===== config.mk =====
export PLATFORM = sky130hd
export DESIGN_NAME = alarm_timer
export DESIGN_NICKNAME = d
export VERILOG_FILES = /design/src/rtl/alarm_timer_pkg.sv /design/src/rtl/at_timebase.sv /design/src/rtl/at_alarm.sv /design/src/rtl/at_irq.sv /design/src/rtl/alarm_timer.sv
export SDC_FILE = /design/constraint.sdc
export NUM_CORES = 1
export LEC_CHECK = 0
export BUFFER_PORTS_ARGS = -buffer_cell sky130_fd_sc_hd__buf_2
export CAP_MARGIN = 20
export CORE_MARGIN = 2
export CORE_UTILIZATION = 55
export CTS_BUF_LIST = sky130_fd_sc_hd__clkbuf_4 sky130_fd_sc_hd__clkbuf_8
export CTS_CLUSTER_DIAMETER = 100
export CTS_CLUSTER_SIZE = 24
export DETAILED_ROUTE_END_ITERATION = 10
export PLACE_DENSITY_LB_ADDON = 0.3
export SETUP_SLACK_MARGIN = 0.2
export SYNTH_ARGS = -nofsm -noshare
export SYNTH_HDL_FRONTEND = slang
export SYNTH_HIERARCHICAL = 1
export SYNTH_SLANG_ARGS = --single-unit

===== constraint.sdc =====
create_clock -name clk -period 2.95 [get_ports clk]
set_input_delay 0.1475 -clock clk [delete_from_list [all_inputs] [get_ports clk]]
set_output_delay 0.1475 -clock clk [all_outputs]
set_load 0.01 [all_outputs]

===== src/rtl/alarm_timer_pkg.sv =====
// Package: register word addresses and widths shared by the timer and its checker.
// Assumes a 4-bit word address space with alarm targets at the top.
package alarm_timer_pkg;
    localparam int unsigned REG_AW = 4;
    localparam logic [REG_AW-1:0] A_SET_LO = 4'd0;
    localparam logic [REG_AW-1:0] A_SET_HI = 4'd1;
    localparam logic [REG_AW-1:0] A_RD_LO  = 4'd2;
    localparam logic [REG_AW-1:0] A_RD_HI  = 4'd3;
    localparam logic [REG_AW-1:0] A_NOW_LO = 4'd4;
    localparam logic [REG_AW-1:0] A_NOW_HI = 4'd5;
    localparam logic [REG_AW-1:0] A_LOCK   = 4'd6;
    localparam logic [REG_AW-1:0] A_ARMED  = 4'd7;
    localparam logic [REG_AW-1:0] A_RAW    = 4'd8;
    localparam logic [REG_AW-1:0] A_EN     = 4'd9;
    localparam logic [REG_AW-1:0] A_FORCE  = 4'd10;
    localparam logic [REG_AW-1:0] A_STAT   = 4'd11;
    localparam logic [REG_AW-1:0] A_TGT0   = 4'd12;
endpackage


===== src/rtl/at_timebase.sv =====
// Module: 64-bit time counter with staged write and captured high-half read.
// Assumes the caller has already gated stage_wr/commit_wr with the lock.
module at_timebase #(
    parameter int unsigned HW = 32
) (
    input  logic            clk,
    input  logic            rst_n,
    input  logic            tick_en,
    input  logic            stage_wr,
    input  logic            commit_wr,
    input  logic            cap_rd,
    input  logic [HW-1:0]   wdata,
    output logic [2*HW-1:0] time_q,
    output logic [HW-1:0]   stage_q,
    output logic [HW-1:0]   hi_cap_q
);
    // Time register: a commit overrides counting.
    always_ff @(posedge clk) begin
        if (!rst_n)         time_q <= '0;
        else if (commit_wr) time_q <= {wdata, stage_q};
        else if (tick_en)   time_q <= time_q + 1'b1;
    end

    // Staged low half, waiting for the high-half commit.
    always_ff @(posedge clk) begin
        if (!rst_n)        stage_q <= '0;
        else if (stage_wr) stage_q <= wdata;
    end

    // High half frozen when the low half is read.
    always_ff @(posedge clk) begin
        if (!rst_n)      hi_cap_q <= '0;
        else if (cap_rd) hi_cap_q <= time_q[2*HW-1:HW];
    end
endmodule


===== src/rtl/at_alarm.sv =====
// Module: one alarm comparator with target, armed and raw interrupt state.
// Assumes it compares against the low half of the time only.
module at_alarm #(
    parameter int unsigned HW = 32
) (
    input  logic          clk,
    input  logic          rst_n,
    input  logic          tick_en,
    input  logic [HW-1:0] time_lo,
    input  logic          tgt_wr,
    input  logic [HW-1:0] wdata,
    input  logic          arm_wr,
    input  logic          arm_keep,
    input  logic          raw_clr,
    output logic          armed_q,
    output logic          raw_q,
    output logic [HW-1:0] tgt_q
);
    logic fire;
    assign fire = armed_q && tick_en && (time_lo == tgt_q);

    // Target value store.
    always_ff @(posedge clk) begin
        if (!rst_n)      tgt_q <= '0;
        else if (tgt_wr) tgt_q <= wdata;
    end

    // Armed state: a target write arms, a firing disarms, a 0 written to the bit cancels.
    always_ff @(posedge clk) begin
        if (!rst_n)      armed_q <= 1'b0;
        else if (tgt_wr) armed_q <= 1'b1;
        else if (fire)   armed_q <= 1'b0;
        else if (arm_wr) armed_q <= armed_q & arm_keep;
    end

    // Raw interrupt: set by a firing, cleared by writing 1; set wins.
    always_ff @(posedge clk) begin
        if (!rst_n)       raw_q <= 1'b0;
        else if (fire)    raw_q <= 1'b1;
        else if (raw_clr) raw_q <= 1'b0;
    end
endmodule


===== src/rtl/at_irq.sv =====
// Module: interrupt enable and force registers with the masked output.
// Assumes raw bits arrive registered from the alarm units.
module at_irq #(
    parameter int unsigned N = 4
) (
    input  logic         clk,
    input  logic         rst_n,
    input  logic         en_wr,
    input  logic         force_wr,
    input  logic [N-1:0] wdata,
    input  logic [N-1:0] raw,
    output logic [N-1:0] en_q,
    output logic [N-1:0] force_q,
    output logic [N-1:0] irq
);
    // Enable mask register.
    always_ff @(posedge clk) begin
        if (!rst_n)     en_q <= '0;
        else if (en_wr) en_q <= wdata;
    end

    // Force register.
    always_ff @(posedge clk) begin
        if (!rst_n)        force_q <= '0;
        else if (force_wr) force_q <= wdata;
    end

    assign irq = (raw | force_q) & en_q;
endmodule


===== src/rtl/alarm_timer.sv =====
// Module: top of the 64-bit timer, with register decode, lock and read mux.
// Assumes N_ALARMS <= 4 so that the targets fit in the 4-bit word address map.
module alarm_timer
    import alarm_timer_pkg::*;
#(
    parameter int unsigned N_ALARMS = 4,
    parameter int unsigned DW       = 32
) (
    input  logic                clk,
    input  logic                rst_n,
    input  logic                tick_en,
    input  logic                wr_en,
    input  logic                rd_en,
    input  logic [REG_AW-1:0]   addr,
    input  logic [DW-1:0]       wdata,
    output logic [DW-1:0]       rdata,
    output logic [N_ALARMS-1:0] irq
);
    localparam int unsigned PADW = DW - N_ALARMS;

    logic [2*DW-1:0]      time_q;
    logic [DW-1:0]        stage_q;
    logic [DW-1:0]        hi_cap_q;
    logic                 lock_q;
    logic [N_ALARMS-1:0]  armed;
    logic [N_ALARMS-1:0]  raw;
    logic [N_ALARMS-1:0]  en_q;
    logic [N_ALARMS-1:0]  force_q;
    logic [DW-1:0]        tgt [N_ALARMS];
    logic [N_ALARMS*DW-1:0] tgt_flat;

    logic wr_time_ok;
    assign wr_time_ok = wr_en && !lock_q;

    // Sticky lock bit, cleared only by reset.
    always_ff @(posedge clk) begin
        if (!rst_n)                                  lock_q <= 1'b0;
        else if (wr_en && addr == A_LOCK && wdata[0]) lock_q <= 1'b1;
    end

    at_timebase #(.HW(DW)) u_tb (
        .clk(clk), .rst_n(rst_n), .tick_en(tick_en),
        .stage_wr(wr_time_ok && addr == A_SET_LO),
        .commit_wr(wr_time_ok && addr == A_SET_HI),
        .cap_rd(rd_en && addr == A_RD_LO),
        .wdata(wdata), .time_q(time_q), .stage_q(stage_q), .hi_cap_q(hi_cap_q)
    );

    for (genvar i = 0; i < N_ALARMS; i++) begin : g_alarm
        at_alarm #(.HW(DW)) u_alm (
            .clk(clk), .rst_n(rst_n), .tick_en(tick_en),
            .time_lo(time_q[DW-1:0]),
            .tgt_wr(wr_en && addr == A_TGT0 + REG_AW'(i)),
            .wdata(wdata),
            .arm_wr(wr_en && addr == A_ARMED),
            .arm_keep(wdata[i]),
            .raw_clr(wr_en && addr == A_RAW && wdata[i]),
            .armed_q(armed[i]), .raw_q(raw[i]), .tgt_q(tgt[i])
        );
        assign tgt_flat[i*DW +: DW] = tgt[i];
    end

    at_irq #(.N(N_ALARMS)) u_irq (
        .clk(clk), .rst_n(rst_n),
        .en_wr(wr_en && addr == A_EN), .force_wr(wr_en && addr == A_FORCE),
        .wdata(wdata[N_ALARMS-1:0]), .raw(raw),
        .en_q(en_q), .force_q(force_q), .irq(irq)
    );

    // Read multiplexer.
    always_comb begin
        rdata = '0;
        case (addr)
            A_RD_LO, A_NOW_LO: rdata = time_q[DW-1:0];
            A_RD_HI:           rdata = hi_cap_q;
            A_NOW_HI:          rdata = time_q[2*DW-1:DW];
            A_LOCK:            rdata = {{(DW-1){1'b0}}, lock_q};
            A_ARMED:           rdata = {{PADW{1'b0}}, armed};
            A_RAW:             rdata = {{PADW{1'b0}}, raw};
            A_EN:              rdata = {{PADW{1'b0}}, en_q};
            A_FORCE:           rdata = {{PADW{1'b0}}, force_q};
            A_STAT:            rdata = {{PADW{1'b0}}, irq};
            default: begin
                for (int k = 0; k < N_ALARMS; k++)
                    if (addr == A_TGT0 + REG_AW'(k)) rdata = tgt[k];
            end
        endcase
    end
endmodule


# ---- Word level (Yosys, flattened, before mapping)
# Cells that the tools add are included.
dict set report word_totals {
  regBits 273
  inputBits 41
  out_inout_bits 36
  word_cells 109
}
dict set report classes {
  add_sub_neg 1
  eq_ne 19
  muxes 27
  bitwise_logic 6
  reduce_logical 38
}
# op count
set op_table {}
lappend op_table {{one-hot mux 32 bit (9 select lines)} 1}
lappend op_table {{equality test 32 bit} 4}
lappend op_table {{two-way mux 32 bit} 4}
lappend op_table {{two-way mux 64 bit} 2}
lappend op_table {{adder 64 x 1 -> 64 bit (second input constant)} 1}
lappend op_table {{equality test 4 bit (second input constant)} 8}
lappend op_table {{logical AND 1 bit} 26}
lappend op_table {{two-way mux 1 bit} 20}
lappend op_table {{equality test 4 x 3 -> 1 bit (second input constant)} 4}
lappend op_table {{nonzero test 3 bit} 4}
lappend op_table {{nonzero test 2 bit} 5}
lappend op_table {{equality test 4 x 2 -> 1 bit (second input constant)} 2}
lappend op_table {{bitwise AND 1 bit} 4}
lappend op_table {{bitwise AND 4 bit} 1}
lappend op_table {{equality test 4 x 1 -> 1 bit (second input constant)} 1}
lappend op_table {{zero test 4 bit} 1}
lappend op_table {{bitwise OR 4 bit} 1}
lappend op_table {{OR reduction 2 bit} 1}
lappend op_table {{zero test 1 bit} 1}

# ---- Depth between registers and ports, before layout
dict set report logic_depth {
  word_depth 6
  depth_mapped 10
  ltp_nobuf 7
}

# ---- Modules after synthesis
# Netlist, hierarchy kept.
# mod instances cells_each area_per_inst_um2 seq_area_each_um2
set modules_own_cells {}
lappend modules_own_cells {at_alarm 4 158 1634.1 680.7}
lappend modules_own_cells {at_timebase 1 712 6331.1 2562.5}
lappend modules_own_cells {alarm_timer 1 309 2498.6 20.0}
lappend modules_own_cells {at_irq 1 30 342.8 160.2}

# ---- Worst setup path before layout
# No wires, ideal clock.
dict set report synth_path {
  path_kind {flip-flop to flip-flop}
  from {register u_tb.time_q[6]}
  to {register u_tb.time_q[48]}
  setup_ns 0.129
  arrival_ns 2.232
  t_required_ns 2.821
  path_slack_ns 0.589
  path_stages_with_launch 9
  path_buffers 3
  synth_period_minus_slack_ns 2.361
  path_cell_list {dfxtp_1 clkbuf_1 nand4_1 or3_1 clkbuf_1 or4_1 clkbuf_1 nor3b_1 a211oi_1}
}
dict set report synth_via {
  elab_chain_cells 3
}
# element line_no
set synth_rtl {}
lappend synth_rtl {{start: declaration} at_timebase.sv:13} ;# output logic [2*HW-1:0] time_q,
lappend synth_rtl {{start signal: assignment} at_timebase.sv:20} ;# else if (commit_wr) time_q <= {wdata, stage_q};
lappend synth_rtl {{start signal: assignment} at_timebase.sv:21} ;# else if (tick_en) time_q <= time_q + 1'b1;
lappend synth_rtl {{adder 64 x 1 -> 64 bit} at_timebase.sv:21}
lappend synth_rtl {{two-way mux 64 bit} at_timebase.sv:21}
lappend synth_rtl {{two-way mux 64 bit} at_timebase.sv:20}
# No other way between the ends. The select of a mux whose other input is x is not followed.
# A chain may end at the register's enable or synchronous reset.

# ---- Worst setup path in the final report
dict set report layout_path {
  from {register u_tb.time_q[35]}
  to {register u_tb.time_q[61]}
}
# Same word-level chain as after synthesis.

==> impl_metrics.py <==
metrics = {
    "status": {
        "run_status": "finished, final reports clean",
    },
    "synthesis": {
        "ys_warn_count": 6,
        "synthesis.nets": 1725,
        "ys_types": 70,
        "post_synth_top_area_share_pct": 34.8,
        "netlist_top_cells_area": "sky130_fd_sc_hd__dfxtp_1, sky130_fd_sc_hd__mux2i_1, sky130_fd_sc_hd__nor2b_1, sky130_fd_sc_hd__xnor2_1, sky130_fd_sc_hd__a221oi_2",
        "syn-mean-instance-area_um2": 9.33,
        "synth_top_flop_cell": "sky130_fd_sc_hd__dfxtp_1",
        "yosysTopAreaCell": "sky130_fd_sc_hd__dfxtp_1",
        "post_synth_instance_area_um2": 15700,
        "synth_edf_count": 0,
        "synth-async-reset-ratio_pct": 0,
        "ys_seq_area_share_pct": 34.8,
        "total_of_flip_flops_plus_latches_after_synthesis": 273,
        "postSynthCellCount": 1683,
    },
    "critical_path": {
        "startpoint": "u_tb/time_q[35]",
        "cp_cell_sequence": "and4_1 -> nand4_2 -> or4_1 -> or4_1 -> a31oi_1",
        "worst_path_max_delay_cell": "sky130_fd_sc_hd__or4_1",
        "worst-r2r-setup-slack_ns": 0.35,
        "crit_path_end_kind": "flip-flop",
        "critPathCapture": "u_tb/time_q[61]",
        "timing.rr.end": "u_tb/time_q[61]",
        "critPathMaxStageDelay_ns": 0.66,
        "arrival_ns": 3.09,
        "worst-endpoint-required_ns": 3.44,
        "ff2ff_path_depth": 5,
        "worst-path-buf-inv": 0,
        "cp_num_cells": 5,
        "path_delay_family": "simple AND/OR/NAND/NOR gates",
        "timing.critical_path.mode_cell": "sky130_fd_sc_hd__or4_1",
        "critical_path_class": "reg2reg",
        "largest_fanout_on_the_critical_path": 8,
        "startpoint_type": "flip-flop",
        "reg_to_reg_start": "u_tb/time_q[35]",
    },
    "pwr": {
        "p_total_mw": 6.52,
        "p_per_area_nw_per_um2": 378,
        "worst_ir_drop_vdd_v": 0.000414,
        "leakage_nw": 5.72,
    },
    "floorplan": {
        "starting_utilization_of_the_core_area_pct": 56.2,
        "core_area_um2": 27900,
        "fp.dieH_um": 173,
        "die_area_um2": 29900,
        "std_cell_rows": 61,
        "die_w_um": 173,
        "number_of_i_o_pins": 77,
    },
    "route": {
        "number_of_vias_after_detailed_routing": 13695,
        "drc": 0,
        "routed_wire_length_per_instance_um": 25.4,
        "detail-route-antenna-nets": 0,
        "firstDrtPassIters": 6,
        "drt_iter0_drc": 1689,
        "viasPerCell": 6.38,
        "drt_wl_total_um": 54500,
    },
    "global_route": {
        "groute.usage.overall_pct": 35.3,
        "antenna_found_initial": 0,
        "grt_remaining_overflow": 0,
        "grt_pass1_vias": 12959,
        "grt_pass1_wl_um": 82200,
        "grt_max_degree": 112,
    },
    "clock_network": {
        "tritoncts": "yes",
        "cts_buffer_depth": 3,
        "worstSkewPairLatency_ns": 0.56,
        "cts-root-buf": "sky130_fd_sc_hd__clkbuf_8",
        "cts-htree-levels": 1,
        "cts.repair.resized": 0,
        "cts.sink_count": 273,
        "cts_post_setup_buffers_inserted": 0,
        "path_clk_slew_ns": 0.16,
        "numCtsBuffers": 15,
    },
    "place": {
        "dp_hpwl_um": 39700,
        "globalplace.congestion": 0.997,
        "buffer_ports.inserted": 76,
        "preCtsSetupSlack_ns": 0.443,
    },
    "timing": {
        "finalClockSkew_ns": 0.0188,
        "postLayoutSetupSlackWorst_ns": 0.353,
        "worstMarginPinSlew_ns": 0.866,
        "period_needed_ns": 2.60,
        "report.final.slew_viol_count": 0,
        "max_slew_margin_pct": 41.7,
        "clock.fmax_mhz": 385,
        "timing_hold_violations_final": 0,
        "finalCritPeriodShare_pct": 88.0,
        "finalSetupViolCount": 0,
        "setup_repair_after_global_routing_missed_its_margin": "no",
        "fin_setup_tns_ns": 0,
    },
    "cells_and_area": {
        "antennaDiodeCount": 0,
        "area_growth_syn_to_fin_pct": 9.74,
        "layout-drive-gt1-share_pct": 14.4,
        "layout.cells.most_common_list": "sky130_fd_sc_hd__dfxtp_1, sky130_fd_sc_hd__mux2i_1, sky130_fd_sc_hd__nor2b_1, sky130_fd_sc_hd__xnor2_1, sky130_fd_sc_hd__nand2_1",
        "most_common_library_cell_in_the_layout_ignoring_fill_and_taps": "sky130_fd_sc_hd__dfxtp_1",
        "fin_nets": 1811,
    },
    "flow_run": {
        "maxCapViolCount": 0,
    },
    "hold_path": {
        "hold_path.class": "in2reg",
    },
}
[cells in the mapped netlist, types with 22 or more instances]
| cell type | instances |
|---|---|
| sky130_fd_sc_hd__dfxtp_1 | 273 |
| sky130_fd_sc_hd__mux2i_1 | 240 |
| sky130_fd_sc_hd__nor2b_1 | 208 |
| sky130_fd_sc_hd__xnor2_1 | 115 |
| sky130_fd_sc_hd__nand2_1 | 78 |
| sky130_fd_sc_hd__o21ai_0 | 61 |
| sky130_fd_sc_hd__clkbuf_1 | 58 |
| sky130_fd_sc_hd__nand4_1 | 55 |
| sky130_fd_sc_hd__xor2_1 | 41 |
| sky130_fd_sc_hd__a21oi_1 | 40 |
| sky130_fd_sc_hd__a221oi_1 | 34 |
| sky130_fd_sc_hd__nand3_1 | 34 |
| sky130_fd_sc_hd__a221oi_2 | 30 |
| sky130_fd_sc_hd__buf_2 | 30 |
| sky130_fd_sc_hd__o2bb2ai_1 | 30 |
| sky130_fd_sc_hd__nor4_1 | 25 |
| sky130_fd_sc_hd__nor2_1 | 24 |
| sky130_fd_sc_hd__nand2b_1 | 23 |
| sky130_fd_sc_hd__inv_1 | 22 |
[power breakdown]
part	internal, mW	leakage [nW]	switching, mW	total (mW)
clock network	0.484	0.117	1.21	1.69
logic	0.392	3.40	0.616	1.01
registers	3.75	2.20	0.0781	3.83
total	4.62	5.72	1.90	6.52
[what timing repair did]
item,CTS,global route
endpoints found under the setup margin,0,0
hold buffers,28,0
hold endpoints to repair,123,0
[how the worst min path moves through the flow]
stage	start	end	cells past startpoint
6_report	wdata[22]	g_alarm[2].u_alm/tgt_q[22]	3
5_1_grt	wdata[22]	g_alarm[1].u_alm/tgt_q[22]	3
4_1_cts	wdata[22]	g_alarm[1].u_alm/tgt_q[22]	3
3_5_place_dp	u_tb/stage_q[28]	u_tb/time_q[28]	2
3_3_place_gp	u_tb/stage_q[28]	u_tb/time_q[28]	2
2_1_floorplan	rst_n	lock_q	1
[sequential cells by signal, summed over array words and instances, names as in the netlist]
register and cells:
u_tb/hi_cap_q 32, u_tb/time_q 64, g_alarm.u_alm/tgt_q 128, g_alarm.u_alm/raw_q 4
lock_q 1, u_irq/en_q 4, u_tb/stage_q 32, u_irq/force_q 4
g_alarm.u_alm/armed_q 4
[through the flow]
step,utilization [%],instance area (um^2),instances,hold slack (ns)
CTS,61.7,17200,2147,0.000406
global route,61.7,17200,2147,0.00231
detailed placement,59.9,16700,2102,0.481
floorplan,-,15700,1683,0.265
finish,61.7,17200,2147,0.0126
global placement,59.9,16700,2102,0.482
[per-layer routing]
| metal | vias up | GRT usage, % | wire length [um] | share of wire, % |
|---|---|---|---|---|
| li1 | 6241 | - | - | - |
| met5 | - | 0 | 0 | 0 |
| met4 | 0 | 12.3 | 2140 | 3.9 |
| met3 | 119 | 4.82 | 3870 | 7.1 |
| met2 | 646 | 57.4 | 25200 | 46 |
| met1 | 6689 | 48.2 | 23400 | 43 |
[kinds of logic after synthesis]
logic type | share of synthesized area [%]
buffers and inverters | 4.35
AO/OA/AOI/OAI | 15.1
adder cells (fa/ha/maj) | 0.0796
flip-flops | 34.8
XOR/XNOR | 8.70
AND/OR/NAND/NOR | 21.4
multiplexers | 15.6
[worst reg2reg max path, stage by stage (launching register included)]
cell	delay [ns]
sky130_fd_sc_hd__dfxtp_1	0.48
sky130_fd_sc_hd__and4_1	0.42
sky130_fd_sc_hd__nand4_2	0.23
sky130_fd_sc_hd__or4_1	0.67
sky130_fd_sc_hd__or4_1	0.56
sky130_fd_sc_hd__a31oi_1	0.17
[area by class of cell]
cell class | count | area, um^2
multi-input combinational | 1269 | 9610
fill | 2499 | 10700
clock inverter | 2 | 17.5
timing repair buffer | 187 | 1380
sequential | 273 | 5470
inverter | 23 | 86.3
tap | 378 | 473
clock buffer | 15 | 206
(Power assumes the default switching activity.)
